===== config.mk =====
export PLATFORM = sky130hd
export DESIGN_NAME = burst_term_gen
export DESIGN_NICKNAME = d
export VERILOG_FILES = /design/src/rtl/btg_pkg.sv /design/src/rtl/btg_counter.sv /design/src/rtl/btg_window.sv /design/src/rtl/btg_path.sv /design/src/rtl/burst_term_gen.sv
export SDC_FILE = /design/constraint.sdc
export NUM_CORES = 1
export LEC_CHECK = 0
export ABC_AREA = 1
export BUFFER_PORTS_ARGS = -buffer_cell sky130_fd_sc_hd__buf_2
export CAP_MARGIN = 10
export CORE_MARGIN = 4
export CORE_UTILIZATION = 49
export CTS_BUF_LIST = sky130_fd_sc_hd__clkbuf_4 sky130_fd_sc_hd__clkbuf_8
export CTS_CLUSTER_DIAMETER = 60
export DETAILED_ROUTE_END_ITERATION = 7
export PLACE_DENSITY = 0.78
export SETUP_SLACK_MARGIN = 0.1
export SLEW_MARGIN = 5
export SYNTH_ARGS = -nofsm -noshare
export SYNTH_HDL_FRONTEND = slang
export SYNTH_SLANG_ARGS = --single-unit

===== constraint.sdc =====
create_clock -name clk -period 4 [get_ports clk]
set_input_delay 0.2 -clock clk [delete_from_list [all_inputs] [get_ports clk]]
set_output_delay 0.2 -clock clk [all_outputs]
set_load 0.05 [all_outputs]

===== src/rtl/btg_pkg.sv =====
package btg_pkg;
  typedef enum logic {
    CNT_CLOCKS = 1'b0,
    CNT_ACKS   = 1'b1
  } cnt_mode_e;
endpackage


===== src/rtl/btg_counter.sv =====
module btg_counter #(
  parameter int W = 8
) (
  input  logic         clk,
  input  logic         rst_n,
  input  logic         load,
  input  logic [W-1:0] load_val,
  input  logic         inc,
  output logic [W-1:0] q
);
  localparam logic [W-1:0] MAXV = {W{1'b1}};

  always_ff @(posedge clk or negedge rst_n) begin
    if (!rst_n)                 q <= '0;
    else if (load)              q <= load_val;
    else if (inc && q != MAXV)  q <= q + 1'b1;
  end


  cnt_mono_chk: assert property (@(posedge clk) disable iff (!rst_n)
    !load |=> q >= $past(q));
endmodule


===== src/rtl/btg_window.sv =====
module btg_window #(
  parameter bit IS_WRITE = 1'b0
) (
  input  logic clk,
  input  logic rst_n,
  input  logic aa_start,
  input  logic prim_start,
  input  logic comp,
  output logic start,
  output logic active,
  output logic open
);
  assign start = aa_start | prim_start;

  always_ff @(posedge clk or negedge rst_n) begin
    if (!rst_n)     active <= 1'b0;
    else if (start) active <= 1'b1;
    else if (comp)  active <= 1'b0;
  end

  generate
    if (IS_WRITE) begin : g_wr
      assign open = (active & ~prim_start) | aa_start;
    end else begin : g_rd
      assign open = active & ~start;
    end
  endgenerate
endmodule


===== src/rtl/btg_path.sv =====
module btg_path
  import btg_pkg::*;
#(
  parameter bit IS_WRITE = 1'b0,
  parameter int CNT_W    = 8,
  parameter int BE_W     = 4,
  parameter int SZ_W     = 4
) (
  input  logic             clk,
  input  logic             rst_n,
  input  logic             aa_start,
  input  logic             prim_start,
  input  logic             dack,
  input  logic             comp,
  input  logic [BE_W-1:0]  req_be,
  input  logic [SZ_W-1:0]  req_size,
  input  logic             cfg_term_en,
  input  cnt_mode_e        cfg_cnt_mode,
  input  logic [CNT_W-1:0] cfg_count,
  input  logic             cfg_fixed_en,
  output logic             bterm
);
  localparam int SW = CNT_W + 1;

  logic             start, active, open;
  logic [CNT_W-1:0] cyc_q, ack_q, ack_ld;
  logic [BE_W-1:0]  be_q, be_e;
  logic [SZ_W-1:0]  size_q, size_e;
  logic [CNT_W-1:0] k_now, ack_base;
  logic [SW-1:0]    ack_incl, be_ext;
  logic             qual, cond, fired, fire;

  btg_window #(.IS_WRITE(IS_WRITE)) u_win (
    .clk(clk), .rst_n(rst_n), .aa_start(aa_start), .prim_start(prim_start),
    .comp(comp), .start(start), .active(active), .open(open)
  );

  btg_counter #(.W(CNT_W)) u_cyc (
    .clk(clk), .rst_n(rst_n), .load(start | comp),
    .load_val(start ? CNT_W'(1) : '0), .inc(active), .q(cyc_q)
  );

  assign ack_ld = (start && dack) ? CNT_W'(1) : '0;

  btg_counter #(.W(CNT_W)) u_ack (
    .clk(clk), .rst_n(rst_n), .load(start | comp),
    .load_val(ack_ld), .inc(active & dack), .q(ack_q)
  );

  always_ff @(posedge clk or negedge rst_n) begin
    if (!rst_n) begin
      be_q   <= '0;
      size_q <= '0;
    end else if (aa_start) begin
      be_q   <= req_be;
      size_q <= req_size;
    end
  end

  assign be_e     = aa_start ? req_be   : be_q;
  assign size_e   = aa_start ? req_size : size_q;
  assign k_now    = start ? '0 : cyc_q;
  assign ack_base = start ? '0 : ack_q;
  assign ack_incl = {1'b0, ack_base} + SW'(dack);
  assign be_ext   = SW'(be_e);
  assign qual     = cfg_fixed_en && (be_e != '0) && size_e[SZ_W-1];

  always_comb begin
    if (qual)
      cond = (ack_incl >= be_ext);
    else if (cfg_term_en)
      cond = (cfg_cnt_mode == CNT_CLOCKS) ? (k_now >= cfg_count)
                                          : (ack_incl >= {1'b0, cfg_count});
    else
      cond = 1'b0;
  end

  assign fire  = open & cond & ~(fired & ~start);
  assign bterm = fire;

  always_ff @(posedge clk or negedge rst_n) begin
    if (!rst_n)     fired <= 1'b0;
    else if (start) fired <= fire;
    else if (comp)  fired <= 1'b0;
    else if (fire)  fired <= 1'b1;
  end


  single_pulse_chk: assert property (@(posedge clk) disable iff (!rst_n)
    bterm |=> (!bterm || aa_start || prim_start));


  post_comp_quiet_chk: assert property (@(posedge clk) disable iff (!rst_n)
    (comp && !aa_start && !prim_start) |=> (!bterm || aa_start || prim_start));
endmodule


===== src/rtl/burst_term_gen.sv =====
module burst_term_gen
  import btg_pkg::*;
#(
  parameter int CNT_W = 8,
  parameter int BE_W  = 4,
  parameter int SZ_W  = 4
) (
  input  logic             clk,
  input  logic             rst_n,
  input  logic             cfg_term_en,
  input  logic             cfg_cnt_mode,
  input  logic [CNT_W-1:0] cfg_count,
  input  logic             cfg_fixed_en,
  input  logic             addr_ack,
  input  logic             req_rnw,
  input  logic [BE_W-1:0]  req_be,
  input  logic [SZ_W-1:0]  req_size,
  input  logic             rd_prim,
  input  logic             wr_prim,
  input  logic             rd_dack,
  input  logic             wr_dack,
  input  logic             rd_comp,
  input  logic             wr_comp,
  output logic             rd_bterm,
  output logic             wr_bterm
);
  localparam int NPATH = 2;

  logic [NPATH-1:0] p_aa, p_prim, p_dack, p_comp, p_bterm;
  cnt_mode_e        mode;

  assign mode   = cnt_mode_e'(cfg_cnt_mode);
  assign p_aa   = {addr_ack & ~req_rnw, addr_ack & req_rnw};
  assign p_prim = {wr_prim, rd_prim};
  assign p_dack = {wr_dack, rd_dack};
  assign p_comp = {wr_comp, rd_comp};

  generate
    for (genvar g = 0; g < NPATH; g++) begin : g_path
      btg_path #(
        .IS_WRITE(g == 1), .CNT_W(CNT_W), .BE_W(BE_W), .SZ_W(SZ_W)
      ) u_path (
        .clk(clk), .rst_n(rst_n),
        .aa_start(p_aa[g]), .prim_start(p_prim[g]),
        .dack(p_dack[g]), .comp(p_comp[g]),
        .req_be(req_be), .req_size(req_size),
        .cfg_term_en(cfg_term_en), .cfg_cnt_mode(mode),
        .cfg_count(cfg_count), .cfg_fixed_en(cfg_fixed_en),
        .bterm(p_bterm[g])
      );
    end
  endgenerate

  assign rd_bterm = p_bterm[0];
  assign wr_bterm = p_bterm[1];


  rd_early_chk: assert property (@(posedge clk) disable iff (!rst_n)
    ((addr_ack && req_rnw) || rd_prim) |-> !rd_bterm);


  wr_prim_early_chk: assert property (@(posedge clk) disable iff (!rst_n)
    (wr_prim && !(addr_ack && !req_rnw)) |-> !wr_bterm);


  all_off_chk: assert property (@(posedge clk) disable iff (!rst_n)
    (!cfg_term_en && !cfg_fixed_en) |-> (!rd_bterm && !wr_bterm));
endmodule


# --- Word level (Yosys, flattened, before mapping) ---
# Index checks and enable logic that the tools add are counted.
# W data, S select, Z words.
totals:
  reg_bits: 52
  latchBits: 0
  ramBits: 0
  romBits: 0
  input_bits: 29
  wordCells: 109
  mem_count: 0
classes:
  add_sub_neg: 6
  multipliers: 0
  div_mod_pow: 0
  order_cmp: 6
  n_eq_ne: 4
  n_shift: 0
  muxes: 36
  n_bitwise: 23
  reduce_logical: 20
op_table:
  columns: ["cell", "n"]
  rows:
  - ["$mux W8", 12]
  - ["$add A8 B1 Y8 const B", 4]
  - ["$ne A8 B8 Y1 const B", 4]
  - ["$mux W1", 20]
  - ["$add A8 B1 Y9", 2]
  - ["$ge A9 B4 Y1", 2]
  - ["$ge A9 B8 Y1", 2]
  - ["$ge A8 B8 Y1", 2]
  - ["$mux W4", 4]
  - ["$and A1 B1 Y1", 12]
  - ["$reduce_bool A2 Y1", 6]
  - ["$logic_and A1 B1 Y1", 10]
  - ["$reduce_bool A4 Y1", 2]
  - ["$not A1 Y1", 6]
  - ["$reduce_bool A3 Y1", 2]
  - ["$or A1 B1 Y1", 5]

# --- Depth between registers and ports, before layout ---
# Gate-level depths: netlist of run 1.
depth:
  ltp_word: 14
  ltp_mapped: 26
  ltp_nobuf: 24

# --- Modules after synthesis ---
# A second synthesis of run 1 with hierarchy kept.
hier_totals:
  cells_unflattened: 753
  area_unflattened_um2: 4810.9
modules_own_cells:
  columns: ["mod", "n_inst", "cells_each", "area_per_inst_um2"]
  rows:
  - ["btg_counter", 4, 87, 584.3]
  - ["btg_path at g_path[1].u_path", 1, 194, 1184.9]
  - ["btg_path at g_path[0].u_path", 1, 187, 1146.1]
  - ["btg_window at g_path[0].u_path.u_win", 1, 10, 63.8]
  - ["btg_window at g_path[1].u_path.u_win", 1, 10, 61.3]
  - ["burst_term_gen", 1, 4, 17.5]

# --- Worst setup path after synthesis of run 1 ---
# OpenSTA, ideal clock, no wires.
synth_path:
  kind: "input -> output"
  start: "input req_rnw"
  end: "output rd_bterm"
  t_arrival_ns: 3.416
  slack_ns: 0.384
  stages: 22
  n_path_buf: 1
  cell_sequence: "nand2_1 nand2_2 buf_1 nor2_1 ha_1 ha_1 nand3_1 xor2_1 inv_1 ha_1 nand2_1 inv_1 o21ai_0 nand3_1 nand2_1 nand2_1 nand2_1 nand2_1 nand3_1 nand2_1 inv_1 nor3_1"
synth_between:
  elab_chain_cells: 10
  word_cells_on_any_way: 22
synth_rtl:
  columns: ["element", "line_no", "text"]
  rows:
  - ["start: declaration", "burst_term_gen.sv:15", "input logic req_rnw,"]
  - ["$and A1 B1 Y1 (*)", "burst_term_gen.sv:33", "assign p_aa = {addr_ack & ~req_rnw, addr_ack & req_rnw};"]
  - ["$or A1 B1 Y1", "btg_window.sv:13", "assign start = aa_start | prim_start;"]
  - ["$mux W8", "btg_path.sv:63", "assign ack_base = start ? '0 : ack_q;"]
  - ["$add A8 B1 Y9", "btg_path.sv:64", "assign ack_incl = {1'b0, ack_base} + SW'(dack);"]
  - ["$ge A9 B8 Y1", "btg_path.sv:73", ": (ack_incl >= {1'b0, cfg_count});"]
  - ["$mux W1", "btg_path.sv:72", "cond = (cfg_cnt_mode == CNT_CLOCKS) ? (k_now >= cfg_count)"]
  - ["$mux W1", "btg_path.sv:71", "else if (cfg_term_en)"]
  - ["$mux W1", "btg_path.sv:69", "if (qual)"]
  - ["$and A1 B1 Y1", "btg_path.sv:78", "assign fire = open & cond & ~(fired & ~start);"]
  - ["$and A1 B1 Y1 (*)", "btg_path.sv:78", null]
  - ["end: declaration", "burst_term_gen.sv:24", "output logic rd_bterm,"]
# Every way passes the cells marked *; elsewhere a longest branch is shown, timed or not.

# --- Worst setup path after layout of run 1 ---
layout_path:
  start: "register g_path[1].u_path.u_ack.q[0]"
  end: "output wr_bterm"
layout_between:
  elab_chain_cells: 8
  word_cells_on_any_way: 9
layout_rtl:
  columns: ["element", "line_no", "text"]
  rows:
  - ["start: declaration", "btg_counter.sv:9", "output logic [W-1:0] q"]
  - ["start signal: assignment", "btg_counter.sv:15", "else if (load) q <= load_val;"]
  - ["start signal: assignment", "btg_counter.sv:16", "else if (inc && q != MAXV) q <= q + 1'b1;"]
  - ["$mux W8 (*)", "btg_path.sv:63", null]
  - ["$add A8 B1 Y9 (*)", "btg_path.sv:64", null]
  - ["$ge A9 B8 Y1", "btg_path.sv:73", null]
  - ["$mux W1", "btg_path.sv:72", null]
  - ["$mux W1", "btg_path.sv:71", null]
  - ["$mux W1 (*)", "btg_path.sv:69", null]
  - ["$and A1 B1 Y1 (*) (2 in series)", "btg_path.sv:78", null]
  - ["end: declaration", "burst_term_gen.sv:25", "output logic wr_bterm"]
# Marks and branches as above.

==> results.cfg, run 1 <==
[global_routing]
grt_pass1_wl_um = 15400
antenna_found_initial = 0
grt_max_degree = 47
grtUsageTotal = 0.193
grt-ovfl-total = 0
grt_pass1_vias = 3589

[logic_synthesis]
synth-seq-area-share = 0.299
ys_types = 32
synth_area_leaders = dfrtp_1 (30%), ha_1 (16%), nand2_1 (11%)
netlist_instances = 559
synthesis.nets = 636
synth.most_common_cell = nand2_1
postSynthAreaPerCell_um2 = 6.88
synth_common_cells = nand2_1 (115), inv_1 (113), nor2_1 (64), ha_1 (48), dfrtp_1 (46)
yosys_warnings = 0
synth-seq-cells = 46
synth_edf_count = 0
ys_async_sr_fraction = 1.00
synth.top_cell.area_share = 0.299
synth_top_area_cell = dfrtp_1
synth_area_um2 = 3850
ys.flop_type = dfrtp_1

[sta]
maxSlewViolCount = 0
fin_setup_tns_ps = 0
timing.final.crit_period_ps = 3490
fin_skew_ps = 4.97
setup_violations = 0
worst_pin_slew_ps = 1060
timing.final.ws_setup_ps = 509
slew_headroom = 0.295
rsz0062_at_grt = no
fmax_mhz = 286
post-route-period-util = 0.873
hold_viol_final = 0

[worst_setup_path]
crit_chain = inv_1, nor2_1, ha_1, ha_1, nand4_2, nor2_2, nand2_1, nand2_1, o21a_1, inv_1, ha_1, nand2_1, nor2_1, nand4_1, nand2_1, a21oi_1, nand2_1, nand3_1, nand2_1, nand3_1, a21oi_1, buf_2
critPathMaxFanout = 4
worstSetupStartpointType = flip-flop
crit_arrival_ps = 3290
required_ps = 3800
cpMaxStageDelayCell = dfrtp_1
critPathTopFamily = simple AND/OR/NAND/NOR gates
critPathMaxStageDelay_ps = 390
critical_path_class = reg2out
critPathBufInv = 3
crit_top_cell = nand2_1
end_kind = output port

[detailed_routing]
num_vias = 3531
drt_iter0_drc = 153
dr.pass1.iters = 6
drc = 0
drt-wirelength-per-cell_um = 12.5
drt_wl_total_um = 8670
drt-vias-per-instance = 5.10
ant_nets = 0

[clocking]
clk_pin_slew_ps = 90
hold_buffers = 0
post_cts_resized = 0
clkSinkCount = 46
cts.path.max_buffers = 2
cts_tree = done
cts_made_buffers = 5
cts_setup_buffers = 0
htree_levels = 2
clock-root-buffer = clkbuf_8
clk_latency_ps = 300

[floorplan]
floorplan.initialDensity = 0.500
die-area_um2 = 9330
rows = 32
die_y_um = 96.6
core_um2 = 7690
die_w_um = 96.6
ios = 31

[placement]
dp_hpwl_um = 6830
dpl_worst_slack_ps = 651
io_buffers = 27
place_congestion = 0.877

[cells_and_area]
syn_to_final_growth_pct = 8.85
diodes = 0
fin_nets = 667
drive_gt1_frac = 0.0897

[run]
cap_violations = 0

[hold_path]
min-delay-path-class = in2async

[pwr]
ir_worst_vdd_uv = 147
power.density_nw_per_um2 = 240
p_leak_nw = 2.28

[outcome]
status = finished, final reports clean
power breakdown:
part	switching, mW	internal [mW]	total (mW)
clock	0.160	0.147	0.307
sequential	0.0109	0.486	0.497
combinational	0.133	0.0685	0.201
layout by cell type (no fill, tap or decap), types with 3 or more instances in the layout:
master / netlist / routed
o21ai_0: 36 / 36
nor2_1: 64 / 64
o21a_1: 3 / 3
nand3_1: 35 / 35
buf_2: 2 / 27
dfrtp_1: 46 / 46
nand2_1: 115 / 115
nand4_1: 13 / 13
ha_1: 48 / 48
nand3b_1: 4 / 4
buf_4: 0 / 3
clkbuf_8: 0 / 6
a21oi_1: 34 / 34
nor2_2: 5 / 5
xor2_1: 6 / 6
o21ai_1: 3 / 3
inv_1: 113 / 113
nor3_1: 9 / 9
o21ai_2: 3 / 3
kinds of logic (layout without fill, tap and decap cells):
logic type | after synthesis | after routing | synth area share
AO/OA/AOI/OAI | 85 | 85 | 0.121
XOR/XNOR | 8 | 8 | 0.0182
adder cells (fa/ha/maj) | 48 | 48 | 0.156
buffers and inverters | 120 | 152 | 0.122
flip-flops | 46 | 46 | 0.299
AND/OR/NAND/NOR | 252 | 252 | 0.284
state kept, by name (all words and copies together), names as in the netlist:
| signal | flops |
|---|---|
| g_path.u_path.be_q | 8 |
| g_path.u_path.fired | 2 |
| g_path.u_path.size_q | 2 |
| g_path.u_path.u_ack.q | 16 |
| g_path.u_path.u_cyc.q | 16 |
| g_path.u_path.u_win.active | 2 |
layer usage:
layer | wire (µm) | track usage | up-vias
li1 | - | - | 1859
met5 | 0 | 0 | -
met3 | 301 | 0.0353 | 13
met2 | 4180 | 0.334 | 72
met4 | 144 | 0.0670 | 0
met1 | 4040 | 0.241 | 1587
layout make-up:
class / count / area (µm²)
fill: 761 / 3500
sequential: 46 / 1150
clock buffer: 7 / 90.1
inverter: 114 / 428
timing repair buffer: 30 / 158
clock inverter: 1 / 5.00
tap: 102 / 128
multi-input combinational: 393 / 2230
stage by stage:
step | instance area, µm² | power (mW) | utilization | std cells | hold WS [ps]
after floorplan | 3850 | 0.639 | - | 559 | -95.6
after global placement | 4090 | 0.696 | 0.532 | 685 | 445
after detailed placement | 4090 | 0.706 | 0.532 | 685 | 439
after CTS | 4190 | 1.01 | 0.545 | 693 | 114
after global routing | 4190 | 1.07 | 0.545 | 693 | 135
final | 4190 | 1.00 | 0.545 | 693 | 84.7
worst paths after layout:
| check | start | to | slack, ps | depth (start not counted) |
|---|---|---|---|---|
| max | g_path[1].u_path.u_ack.q[0] | wr_bterm | 510 | 22 |
| min | rst_n | g_path[1].u_path.be_q[2] | 80 | 1 |
| max reg2reg | g_path[1].u_path.u_ack.q[0] | g_path[1].u_path.fired | 1210 | 21 |
| min reg2reg | g_path[1].u_path.size_q[3] | g_path[1].u_path.size_q[3] | 530 | 2 |
| max in group asynchronous | rst_n | g_path[0].u_path.u_cyc.q[4] | 3270 | 1 |
| min in group clk | rd_comp | g_path[0].u_path.u_win.active | 130 | 2 |
No activity file was read; power rests on OpenSTA's default activity.
==> inputs of run 2 (changes only) <==
--- a/config.mk
+++ b/config.mk
@@ -13,7 +13,7 @@
 export CTS_BUF_LIST = sky130_fd_sc_hd__clkbuf_4 sky130_fd_sc_hd__clkbuf_8
 export CTS_CLUSTER_DIAMETER = 60
 export DETAILED_ROUTE_END_ITERATION = 7
-export PLACE_DENSITY = 0.78
+export PLACE_DENSITY_LB_ADDON = 0.3
 export SETUP_SLACK_MARGIN = 0.1
 export SLEW_MARGIN = 5
 export SYNTH_ARGS = -nofsm -noshare
==> run 2 against run 1 <==
Power is essentially flat. Via count shrank 0.91%. Sequential share of layout area is essentially flat. Worst setup slack gained 60 ps. Critical path depth is the same. Sequential cell count is the same. Non-clock buffer count shrank 1. Critical endpoint unchanged.
==> results.cfg, run 2 (synthesis results as in run 1) <==
[outcome]
status = finished, final reports clean

[floorplan]
rows = 32
ios = 31
die_w_um = 96.6
floorplan.initialDensity = 0.500
die_y_um = 96.6
core_um2 = 7690
die-area_um2 = 9330

[sta]
maxSlewViolCount = 0
rsz0062_at_grt = no
fin_skew_ps = 11.2
worst_pin_slew_ps = 1050
fin_setup_tns_ps = 0
slew_headroom = 0.300
post-route-period-util = 0.858
timing.final.ws_setup_ps = 569
hold_viol_final = 0
fmax_mhz = 291
timing.final.crit_period_ps = 3430
setup_violations = 0

[clocking]
clk_latency_ps = 300
cts_setup_buffers = 0
clock-root-buffer = clkbuf_8
cts_tree = done
hold_buffers = 0
clk_pin_slew_ps = 100
cts_made_buffers = 5
cts.path.max_buffers = 2
clkSinkCount = 46
post_cts_resized = 0
htree_levels = 2

[placement]
io_buffers = 27
postPlaceCellArea_um2 = 4090
dpl_worst_slack_ps = 609
dp_hpwl_um = 6810
place_congestion = 0.846

[worst_setup_path]
regToRegSetupSlack_ps = 1250
critPathMaxFanout = 4
critPathMaxStageDelay_ps = 410
endpoint = wr_bterm
crit_arrival_ps = 3230
required_ps = 3800
worst-r2r-cell-count = 21
startpoint = g_path[1].u_path.u_ack.q[0]
timing.rr.end = g_path[1].u_path.fired
crit_top_cell = nand2_1
cpMaxStageDelayCell = dfrtp_1
crit_chain = inv_1, nor2_1, ha_1, ha_1, nand4_2, nor2_2, nand2_1, nand2_1, o21a_1, inv_1, ha_1, nand2_1, nor2_1, nand4_1, nand2_1, a21oi_1, nand2_1, nand3_1, nand2_1, nand3_1, a21oi_1, buf_4
critical_path_class = reg2out
end_kind = output port
reg2reg_from = g_path[1].u_path.u_ack.q[0]
worstSetupStartpointType = flip-flop

[global_routing]
grt-ovfl-total = 0
grt_pass1_wl_um = 15100
grt_max_degree = 47
antenna_found_initial = 0
grt_pass1_vias = 3501
grtUsageTotal = 0.189

[detailed_routing]
drt-vias-per-instance = 5.06
drt_wl_total_um = 8390
dr.pass1.iters = 4
met1_length_um = 3880
ant_nets = 0
wl_met3_um = 238
drc = 0
drt-wirelength-per-cell_um = 12.1
highest_layer = met4
dr_wl_met2_um = 4130
drt_iter0_drc = 149
num_vias = 3499

[cells_and_area]
drive_gt1_frac = 0.0881
fin_area_um2 = 4180
post-route-util = 0.544
syn_to_final_growth_pct = 8.72
diodes = 0
reg.largest.list = g_path.u_path.u_ack.q (16), g_path.u_path.u_cyc.q (16), g_path.u_path.be_q (8)
fin_nets = 666
final_common_cell = nand2_1
layout_common_cells = nand2_1 (115), inv_1 (113), nor2_1 (64)

[run]
cap_violations = 0

[pwr]
power.density_nw_per_um2 = 240
ir_worst_vdd_uv = 132
p_leak_nw = 2.28

[hold_path]
min-delay-path-class = in2async
[run 2: cell types whose count changed in the layout (fill, tap and decap cells not counted)]
cell / previous run / this run
buf_2: 27 / 26
[run 2: worst max-delay path: cells and delay by family (launching register included)]
kind | cells | cell delay (ps)
buffers and inverters | 3 | 350
AO/OA/AOI/OAI | 3 | 350
flip-flops | 1 | 410
adder cells (fa/ha/maj) | 3 | 660
AND/OR/NAND/NOR | 13 | 1170
[run 2: power by group]
part	total, mW	switching (mW)	internal, mW
combinational	0.198	0.130	0.0679
sequential	0.497	0.0108	0.486
clock	0.311	0.164	0.147
[run 2: final cells by class]
type                       count  area, µm²
timing repair buffer          29        153
fill                         774       3500
clock inverter                 1       5.00
inverter                     114        428
multi-input combinational    393       2230
tap                          102        128
sequential                    46       1150
clock buffer                   7       90.1
[run 2: per-stage QoR]
step / std cells / power, mW / hold WS [ps]
after global placement: 684 / 0.694 / 449
after global routing: 692 / 1.07 / 152
after detailed placement: 684 / 0.704 / 455
final: 692 / 1.01 / 84.6
after CTS: 692 / 1.02 / 122
after floorplan: 559 / 0.639 / -95.6
[run 2: metal layers]
| metal | vias up | GRT usage |
|---|---|---|
| met2 | 52 | 0.335 |
| met3 | 12 | 0.0324 |
| met1 | 1584 | 0.232 |
| li1 | 1851 | - |
| met4 | 0 | 0.0594 |
| met5 | - | 0 |
[run 2: how the worst min path moves through the flow]
stage,endpoint,cells past startpoint
after floorplan,g_path[0].u_path.be_q[0],0
after global placement,g_path[1].u_path.u_ack.q[2],1
after detailed placement,g_path[0].u_path.u_win.active,2
after CTS,g_path[0].u_path.be_q[3],1
after global routing,g_path[0].u_path.be_q[2],3
final,g_path[0].u_path.be_q[3],1
==> inputs of run 3 (changes only) <==
--- a/config.mk
+++ b/config.mk
@@ -8,8 +8,10 @@
 export ABC_AREA = 1
 export BUFFER_PORTS_ARGS = -buffer_cell sky130_fd_sc_hd__buf_2
 export CAP_MARGIN = 10
+export CELL_PAD_IN_SITES_DETAIL_PLACEMENT = 0
+export CELL_PAD_IN_SITES_GLOBAL_PLACEMENT = 1
 export CORE_MARGIN = 4
-export CORE_UTILIZATION = 49
+export CORE_UTILIZATION = 45
 export CTS_BUF_LIST = sky130_fd_sc_hd__clkbuf_4 sky130_fd_sc_hd__clkbuf_8
 export CTS_CLUSTER_DIAMETER = 60
 export DETAILED_ROUTE_END_ITERATION = 7
==> run 3 against run 2 <==
Design area is 0.54% higher. Clock-buffer cell count decreased by 2. Utilization fell by 3.5 points. Combinational power hardly changed. Hold slack lost 5.2 ps.
==> results.cfg, run 3 (synthesis results as in run 1) <==
[worst_setup_path]
crit_chain = inv_1, nor2_1, ha_1, ha_1, nand4_2, nor2_2, nand2_1, nand2_1, o21a_1, inv_1, ha_1, nand2_1, nor2_1, nand4_1, nand2_1, a21oi_1, nand2_1, nand3_1, nand2_1, nand3_1, a21oi_1, buf_2
critPathBufInv = 3
required_ps = 3800
critPathTopFamily = simple AND/OR/NAND/NOR gates
worstSetupStartpointType = flip-flop
critPathMaxFanout = 4
critPathMaxStageDelay_ps = 400
critical_path_class = reg2out
end_kind = output port
regToRegSetupSlack_ps = 1210
crit_arrival_ps = 3320
cpMaxStageDelayCell = dfrtp_1
crit_top_cell = nand2_1

[cells_and_area]
diodes = 0
reg.largest.list = g_path.u_path.u_ack.q (16), g_path.u_path.u_cyc.q (16), g_path.u_path.be_q (8)
n_fill_cell = 841
final_common_cell = nand2_1
final_cells = 696
post-route-util = 0.509
fin_nets = 667
syn_to_final_growth_pct = 9.30
layout_common_cells = nand2_1 (115), inv_1 (113), nor2_1 (64)
fin_area_um2 = 4210
drive_gt1_frac = 0.0897

[clocking]
cts_made_buffers = 5
clk_latency_ps = 300
htree_levels = 2
cts.path.max_buffers = 2
clkSinkCount = 46
cts_tree = done
post_cts_resized = 0
hold_buffers = 0
clk_pin_slew_ps = 90
cts_setup_buffers = 0
clock-root-buffer = clkbuf_8

[sta]
fmax_mhz = 284
timing.final.crit_period_ps = 3520
slew_headroom = 0.306
post-route-period-util = 0.881
rsz0062_at_grt = no
maxSlewViolCount = 0
whs_ps = 79.5
fin_skew_ps = 7.62
timing.final.ws_setup_ps = 476
hold_viol_final = 0
fin_setup_tns_ps = 0
worst_pin_slew_ps = 1040
setup_violations = 0

[pwr]
p_int_uw = 737
power.density_nw_per_um2 = 248
p_clk_frac = 0.335
pwr-share-comb = 0.188
switching_share = 0.293
p_seq_frac = 0.476
finalPower_mw = 1.04
p_leak_nw = 2.29
switching_power_uw = 305
ir_worst_vdd_uv = 142

[floorplan]
die_w_um = 100
die-area_um2 = 10100
core_um2 = 8260
die_y_um = 100
floorplan.initialDensity = 0.466
rows = 33
ios = 31

[global_routing]
grt_pass1_vias = 3305
grt_pass1_wl_um = 14900
antenna_found_initial = 0
grtUsageTotal = 0.181
grt_max_degree = 47
grt-ovfl-total = 0

[placement]
io_buffers = 27
place_congestion = 0.803
dp_cells = 688
dp_hpwl_um = 6970
postPlaceCellArea_um2 = 4100
dpl_worst_slack_ps = 554

[hold_path]
min-delay-path-class = in2async

[detailed_routing]
drc = 0
drt-wirelength-per-cell_um = 12.4
num_vias = 3449
dr.pass1.iters = 4
drt-vias-per-instance = 4.96
drt_iter0_drc = 96
ant_nets = 0
drt_wl_total_um = 8660

[outcome]
status = finished, final reports clean

[run]
cap_violations = 0
## run 3: area by class of cell
type | instances | area (µm²) | area share
Sequential cell | 46 | 1150 | 0.274
Inverter | 114 | 428 | 0.102
Tap cell | 105 | 131 | 0.0312
Clock buffer | 5 | 68.8 | 0.0164
Timing Repair Buffer | 30 | 158 | 0.0375
Clock inverter | 3 | 40.0 | 0.00952
Multi-Input combinational cell | 393 | 2230 | 0.530
## run 3: worst paths after layout
check | start | endpoint | depth (start not counted)
worst min-delay path | rst_n | g_path[0].u_path.size_q[3] | 1
worst min register to register | g_path[1].u_path.size_q[3] | g_path[1].u_path.size_q[3] | 2
worst max-delay path | g_path[1].u_path.u_ack.q[0] | wr_bterm | 22
worst max register to register | g_path[1].u_path.u_ack.q[0] | g_path[1].u_path.fired | 21
min in group clk | wr_comp | g_path[1].u_path.u_win.active | 2
max in group asynchronous | rst_n | g_path[0].u_path.u_cyc.q[2] | 1
## run 3: power groups by stage
stage	registers, mW	clock network [mW]	logic (mW)
2_1_floorplan	0.503	0	0.136
3_3_place_gp	0.505	0	0.194
3_5_place_dp	0.506	0	0.199
4_1_cts	0.497	0.366	0.201
5_1_grt	0.499	0.382	0.231
6_report	0.496	0.350	0.196
## run 3: worst register-to-register path, cell delays in order (launching register included)
cell     delay, ps
dfrtp_1        400
inv_1           60
nor2_1         110
ha_1           190
ha_1           190
nand4_2        140
nor2_2         190
nand2_1        100
nand2_1         70
o21a_1         140
inv_1           50
ha_1           290
nand2_1         80
nor2_1         110
nand4_1         80
nand2_1         60
a21oi_1         40
nand2_1         70
nand3_1         70
nand2_1         60
nand3_1         70
a21oi_1        150
## run 3: metal layers
layer	vias up	GRT usage	routed length (µm)	part of all wire
met3	6	0.0284	201	0.023
met4	0	0.0415	110	0.013
met5	-	0	0	0
li1	1852	-	-	-
met1	1562	0.233	4140	0.48
met2	29	0.319	4200	0.49
